$ cat src/rtl/ack_link_pkg.sv
package ack_link_pkg;
  typedef enum logic {PKT_ACK = 1'b0, PKT_DATA = 1'b1} pkt_kind_e;

  localparam int FRAME_W  = 11;
  localparam int DATA_LEN = 11;
  localparam int ACK_LEN  = 2;
  localparam int LEFT_W   = $clog2(FRAME_W);

  // bit 0 goes out first
  function automatic logic [FRAME_W-1:0] frame_bits(pkt_kind_e kind, logic [7:0] data);
    if (kind == PKT_DATA) frame_bits = {1'b0, data, 1'b1, 1'b1};
    else                  frame_bits = {{(FRAME_W-2){1'b0}}, 1'b0, 1'b1};
  endfunction

  function automatic logic [LEFT_W-1:0] frame_last(pkt_kind_e kind);
    frame_last = (kind == PKT_DATA) ? LEFT_W'(DATA_LEN - 1) : LEFT_W'(ACK_LEN - 1);
  endfunction
endpackage

$ cat src/rtl/ack_link_bit_timer.sv
module ack_link_bit_timer #(
  parameter int DIV_SLOW = 8,
  parameter int DIV_FAST = 4
) (
  input  logic clk_i,
  input  logic rst_ni,
  input  logic start_i,
  input  logic fast_i,
  input  logic run_i,
  output logic tick_o
);
  localparam int DIV_MAX = (DIV_SLOW > DIV_FAST) ? DIV_SLOW : DIV_FAST;
  localparam int CW      = (DIV_MAX > 2) ? $clog2(DIV_MAX) : 1;

  logic [CW-1:0] cnt_q, period_q;

  always_ff @(posedge clk_i or negedge rst_ni) begin
    if (!rst_ni) begin
      cnt_q    <= '0;
      period_q <= '0;
    end else if (start_i) begin
      period_q <= fast_i ? CW'(DIV_FAST - 1) : CW'(DIV_SLOW - 1);
      cnt_q    <= fast_i ? CW'(DIV_FAST - 1) : CW'(DIV_SLOW - 1);
    end else if (run_i) begin
      cnt_q <= (cnt_q == '0) ? period_q : cnt_q - 1'b1;
    end
  end

  assign tick_o = run_i && (cnt_q == '0);

  a_r5_period_kept: assert property (@(posedge clk_i) disable iff (!rst_ni)
    run_i && !start_i |=> $stable(period_q));
endmodule

$ cat src/rtl/ack_link_shifter.sv
module ack_link_shifter
  import ack_link_pkg::*;
(
  input  logic      clk_i,
  input  logic      rst_ni,
  input  logic      start_i,
  input  pkt_kind_e kind_i,
  input  logic [7:0] data_i,
  input  logic      tick_i,
  output logic      busy_o,
  output logic      done_o,
  output pkt_kind_e done_kind_o,
  output logic      line_o
);
  logic [FRAME_W-1:0] shreg_q;
  logic [LEFT_W-1:0]  left_q;
  pkt_kind_e          kind_q;
  logic               busy_q;

  always_ff @(posedge clk_i or negedge rst_ni) begin
    if (!rst_ni) begin
      shreg_q <= '0;
      left_q  <= '0;
      kind_q  <= PKT_ACK;
      busy_q  <= 1'b0;
    end else if (start_i && !busy_q) begin
      shreg_q <= frame_bits(kind_i, data_i);
      left_q  <= frame_last(kind_i);
      kind_q  <= kind_i;
      busy_q  <= 1'b1;
    end else if (busy_q && tick_i) begin
      if (left_q == '0) begin
        busy_q  <= 1'b0;
        shreg_q <= '0;
      end else begin
        shreg_q <= shreg_q >> 1;
        left_q  <= left_q - 1'b1;
      end
    end
  end

  assign line_o      = shreg_q[0];
  assign busy_o      = busy_q;
  assign done_o      = busy_q && tick_i && (left_q == '0);
  assign done_kind_o = kind_q;

  a_r2_idle_low: assert property (@(posedge clk_i) disable iff (!rst_ni)
    !busy_q |-> !line_o);
  a_r5_bit_hold: assert property (@(posedge clk_i) disable iff (!rst_ni)
    busy_q && !tick_i |=> $stable(line_o));
  a_r2_gap_after_done: assert property (@(posedge clk_i) disable iff (!rst_ni)
    done_o |=> !busy_q);
endmodule

$ cat src/rtl/ack_link_sched.sv
module ack_link_sched
  import ack_link_pkg::*;
(
  input  logic       clk_i,
  input  logic       rst_ni,
  input  logic       load_i,
  input  logic [7:0] load_data_i,
  input  logic       ack_req_i,
  input  logic       ack_rcvd_i,
  input  logic       busy_i,
  input  logic       done_i,
  input  pkt_kind_e  done_kind_i,
  output logic       start_o,
  output pkt_kind_e  kind_o,
  output logic [7:0] data_o,
  output logic       ready_o
);
  logic       ack_pend_q, data_pend_q, outst_q, sent_q;
  logic [7:0] buf_q;
  logic       load_acc, start_ack, start_data;

  assign load_acc   = load_i && !outst_q;
  assign start_o    = !busy_i && (ack_pend_q || data_pend_q);
  assign kind_o     = ack_pend_q ? PKT_ACK : PKT_DATA;
  assign start_ack  = start_o && ack_pend_q;
  assign start_data = start_o && !ack_pend_q;
  assign data_o     = buf_q;
  assign ready_o    = !outst_q;

  always_ff @(posedge clk_i or negedge rst_ni) begin
    if (!rst_ni) begin
      ack_pend_q  <= 1'b0;
      data_pend_q <= 1'b0;
      outst_q     <= 1'b0;
      sent_q      <= 1'b0;
      buf_q       <= '0;
    end else begin
      ack_pend_q  <= (ack_pend_q && !start_ack) || ack_req_i;
      data_pend_q <= (data_pend_q && !start_data) || load_acc;
      if (load_acc) begin
        buf_q   <= load_data_i;
        outst_q <= 1'b1;
        sent_q  <= 1'b0;
      end else if (ack_rcvd_i && sent_q) begin
        outst_q <= 1'b0;
        sent_q  <= 1'b0;
      end else if (done_i && done_kind_i == PKT_DATA) begin
        sent_q <= 1'b1;
      end
    end
  end

  a_r8_buf_kept: assert property (@(posedge clk_i) disable iff (!rst_ni)
    load_i && !ready_o |=> $stable(buf_q));
  a_r9_ack_held: assert property (@(posedge clk_i) disable iff (!rst_ni)
    ack_pend_q && !start_o |=> ack_pend_q);
  a_r10_ack_first: assert property (@(posedge clk_i) disable iff (!rst_ni)
    start_o && ack_pend_q |-> kind_o == PKT_ACK);
  a_r7_ready_cause: assert property (@(posedge clk_i) disable iff (!rst_ni)
    $rose(ready_o) |-> $past(ack_rcvd_i));
  a_r6_ready_drop: assert property (@(posedge clk_i) disable iff (!rst_ni)
    load_i && ready_o |=> !ready_o);
endmodule

$ cat src/rtl/ack_link_tx.sv
module ack_link_tx
  import ack_link_pkg::*;
#(
  parameter int DIV_SLOW = 8,
  parameter int DIV_FAST = 4
) (
  input  logic       clk_i,
  input  logic       rst_ni,
  input  logic       fast_i,
  input  logic       load_i,
  input  logic [7:0] load_data_i,
  input  logic       ack_req_i,
  input  logic       ack_rcvd_i,
  output logic       line_o,
  output logic       ready_o
);
  logic       start, busy, done, tick;
  pkt_kind_e  kind, done_kind;
  logic [7:0] data;

  ack_link_sched u_sched (
    .clk_i, .rst_ni, .load_i, .load_data_i, .ack_req_i, .ack_rcvd_i,
    .busy_i(busy), .done_i(done), .done_kind_i(done_kind),
    .start_o(start), .kind_o(kind), .data_o(data), .ready_o
  );

  ack_link_bit_timer #(.DIV_SLOW(DIV_SLOW), .DIV_FAST(DIV_FAST)) u_timer (
    .clk_i, .rst_ni, .start_i(start), .fast_i, .run_i(busy), .tick_o(tick)
  );

  ack_link_shifter u_shift (
    .clk_i, .rst_ni, .start_i(start), .kind_i(kind), .data_i(data),
    .tick_i(tick), .busy_o(busy), .done_o(done), .done_kind_o(done_kind),
    .line_o
  );

  a_r1_reset_quiet: assert property (@(posedge clk_i) !rst_ni |-> !line_o && ready_o);
endmodule

$ cat config.mk
export PLATFORM = sky130hd
export DESIGN_NAME = ack_link_tx
export DESIGN_NICKNAME = d
export VERILOG_FILES = /design/src/rtl/ack_link_pkg.sv /design/src/rtl/ack_link_bit_timer.sv /design/src/rtl/ack_link_shifter.sv /design/src/rtl/ack_link_sched.sv /design/src/rtl/ack_link_tx.sv
export SDC_FILE = /design/constraint.sdc
export NUM_CORES = 1
export LEC_CHECK = 0
export ABC_AREA = 1
export BUFFER_PORTS_ARGS = -buffer_cell sky130_fd_sc_hd__buf_2
export CELL_PAD_IN_SITES_DETAIL_PLACEMENT = 0
export CELL_PAD_IN_SITES_GLOBAL_PLACEMENT = 1
export CORE_MARGIN = 5
export CORE_UTILIZATION = 44
export CTS_CLUSTER_DIAMETER = 60
export DETAILED_ROUTE_END_ITERATION = 7
export PLACE_DENSITY = 0.84
export REMOVE_ABC_BUFFERS = 1
export SLEW_MARGIN = 20
export SYNTH_ARGS = -nofsm -noshare
export SYNTH_HDL_FRONTEND = slang
export SYNTH_HIERARCHICAL = 1
export SYNTH_SLANG_ARGS = --single-unit
$ cat constraint.sdc
create_clock -name clk_i -period 2.3 [get_ports clk_i]
set_clock_uncertainty 0.15 [all_clocks]
set_input_delay 0.345 -clock clk_i [delete_from_list [all_inputs] [get_ports clk_i]]
set_output_delay 0.345 -clock clk_i [all_outputs]
set_load 0.1 [all_outputs]
==> impl_metrics.yaml <==
sta:
  setup_viol_count_final: 0
  finalMaxSlewViolations: 0
  hold_violations: 0
  min_period_over_period: 0.854
  relSlewSlack: 0.518
  rsz0062_at_grt: "no"
  whs_ps: 96.3
  worst_slew_pin_slew_ps: 723
  fmax_mhz: 509
  fin_setup_tns_ps: 0
  period_minus_slack_ps: 1960
worst_setup_path:
  endpoint: "u_shift/shreg_q[7]"
  crit_fanout: 11
  reg2regPathDepth: 10
  critical_path_class: "flip-flop to flip-flop"
  cp-end-kind: "flip-flop"
  slowest_stage: "dfrtp_1"
  cpPeakStageDelay_ps: 370
  cp_cell_sequence: "inv_1 > ha_1 > inv_1 > nor3_1 > nand2_1 > inv_2 > nor2_4 > inv_2 > nor2_1 > a21oi_2"
  r2r_start: "u_timer/cnt_q[0]"
  startpoint: "u_timer/cnt_q[0]"
  r2r_end: "u_shift/shreg_q[7]"
  worst_ep_required_time_ps: 2320
  start_kind: "flip-flop"
  reg2reg_slack_ps: 340
  cp.arrival_ps: 1990
cells_and_area:
  syn_to_final_growth_pct: 12.8
  antennaDiodeCount: 0
  nNetsFinal: 226
  drive_above_1_share: 0.234
yosys:
  synth_edf_count: 0
  syn_inst: 187
  ys_warn_count: 6
  synthArstFlopShare: 1.00
  synth-seq-cells: 33
  syn_avg_cell_area_sq_um: 8.69
  synth_top_cell_by_area: "dfrtp_1"
  synth_area_leaders: "dfrtp_1 (51%), nand2_1 (12%), a21oi_2 (7.5%)"
  yosysMostFrequentCell: "nand2_1"
  ys_seq_area_frac: 0.508
  synthesis.area_sq_um: 1630
  netlist_top_cells_count: "nand2_1 (51), dfrtp_1 (33), nor2_1 (22)"
  ys_types: 27
  synth_flop_cell: "dfrtp_1"
  synth_top_area_share: 0.508
global_routing:
  overflow: 0
  grt_util_all_layers: 0.135
  antenna_found_initial: 0
  grt_pass1_vias: 1245
  grt_start_max_net_pins: 34
  grt_pass1_wl_microns: 5410
place:
  routabilityCongestion: 0.869
  dpl.hpwl_microns: 2160
  io_buffers: 15
power_and_ir_drop:
  power_density_nw_per_um2: 1410
  leakage_nw: 0.965
  ir_worst_vdd_mv: 0.870
clock_tree:
  htreeDepth: 2
  clock-sinks: 33
  cts_resized: 0
  post_cts_buffers: 0
  ctsHoldBuffers: 1
  clockRootBuffer: "clkbuf_8"
  clkLatencyLatePin_ps: 280
  cts_buffers: 5
  clkTransAtPathRegs_ps: 70
  cts_tree: "built"
  cts_buffer_depth: 2
route:
  wl_microns: 2990
  drt_pre_antenna_iters: 4
  vias_per_cell: 4.90
  wl_per_cell_microns: 11.6
  drcViolationCount: 0
  drt_iter0_drc: 51
  ant_nets: 0
  vias: 1259
floorplanning:
  core_sq_um: 3610
  start_util: 0.451
  fp.dieArea_sq_um: 5010
  io_pins: 16
  rows: 22
  fp.dieH_microns: 70.8
  chipWidth_microns: 70.8
min_path:
  hold_start: "ack_req_i"
  min_path_type: "input pin to flip-flop"
flow_run:
  cap_violations: 0
status:
  status: "finished clean"
-- kinds of logic after synthesis --
| kind of cell | count (synthesis) | share of synthesized area |
|---|---|---|
| AOI/OAI and AO/OA | 30 | 0.132 |
| xor gates and xnor gates | 1 | 0.00539 |
| adders and majority gates | 4 | 0.0308 |
| buffers and inverters | 25 | 0.0701 |
| DFF | 33 | 0.508 |
| and+or+nand+nor | 94 | 0.253 |
-- power breakdown --
part           internal [mW]  switching, mW  leakage (nW)
sequential             0.850          0.179         0.387
combinational          0.400          0.741         0.539
clock                  0.215          0.200        0.0395
-- worst max-delay path, delay by kind of cell (launching register included) --
family / cells / cell delay (ps)
AND/OR/NAND/NOR: 4 / 640
buffers and inverters: 4 / 390
flip-flops: 1 / 370
adder cells (fa/ha/maj): 1 / 260
AO/OA/AOI/OAI: 1 / 40
-- stage by stage --
stage          total power, mW  cells  setup slack, ps   util  instance area [sq um]
2_1_floorplan             1.92    183              593      -                   1590
3_3_place_gp              2.12    248              456  0.483                   1740
3_5_place_dp              2.18    248              371  0.483                   1740
4_1_cts                   2.61    257              351  0.508                   1830
5_1_grt                   2.82    257              198  0.508                   1830
6_report                  2.58    257              336  0.508                   1830
-- cell usage in the layout (no fill, tap or decap), types with 2 or more instances in the layout --
cell	instances
buf_2	15
inv_2	6
nand3_1	13
clkbuf_1	3
nand2_1	51
buf_4	2
nor2_1	22
ha_1	4
clkbuf_8	5
inv_1	14
o21ai_0	5
a21oi_2	14
dfrtp_1	33
o211ai_1	2
a21oi_1	5
-- flip-flops by register name, summed over array words and instances, names as in the netlist --
| signal | cells |
|---|---|
| u_sched/outst_q | 1 |
| u_sched/sent_q | 1 |
| u_sched/data_o | 8 |
| u_shift/shreg_q | 10 |
| u_sched/data_pend_q | 1 |
| u_sched/ack_pend_q | 1 |
| u_timer/cnt_q | 3 |
| u_timer/period_q | 2 |
| u_shift/done_kind_o | 1 |
| u_shift/busy_o | 1 |
| u_shift/left_q | 4 |
-- metal layers --
layer	track usage	part of all wire	routed length [microns]	vias to the layer above
met4	0.0438	0.016	49	0
li1	-	-	-	637
met2	0.227	0.46	1380	25
met3	0.0526	0.051	151	5
met1	0.159	0.47	1410	592
met5	0	0	0	-
-- area by class of cell --
type | instances | area, sq um
Fill cell | 344 | 1770
Tap cell | 48 | 60.1
Sequential cell | 33 | 826
Inverter | 21 | 81.3
Timing Repair Buffer | 18 | 100
Clock buffer | 8 | 80.1
Multi-Input combinational cell | 129 | 686
-- how the worst min path moves through the flow --
| stage | to | slack, ps | depth (start not counted) |
|---|---|---|---|
| floorplan | u_sched/ack_pend_q | -100 | 0 |
| global placement | u_shift/left_q[2] | 290 | 1 |
| detailed placement | u_shift/left_q[2] | 290 | 1 |
| CTS | u_sched/ack_pend_q | 90 | 2 |
| global route | u_sched/ack_pend_q | 100 | 2 |
| finish | u_sched/ack_pend_q | 100 | 2 |
No activity file was read; power rests on OpenSTA's default activity.
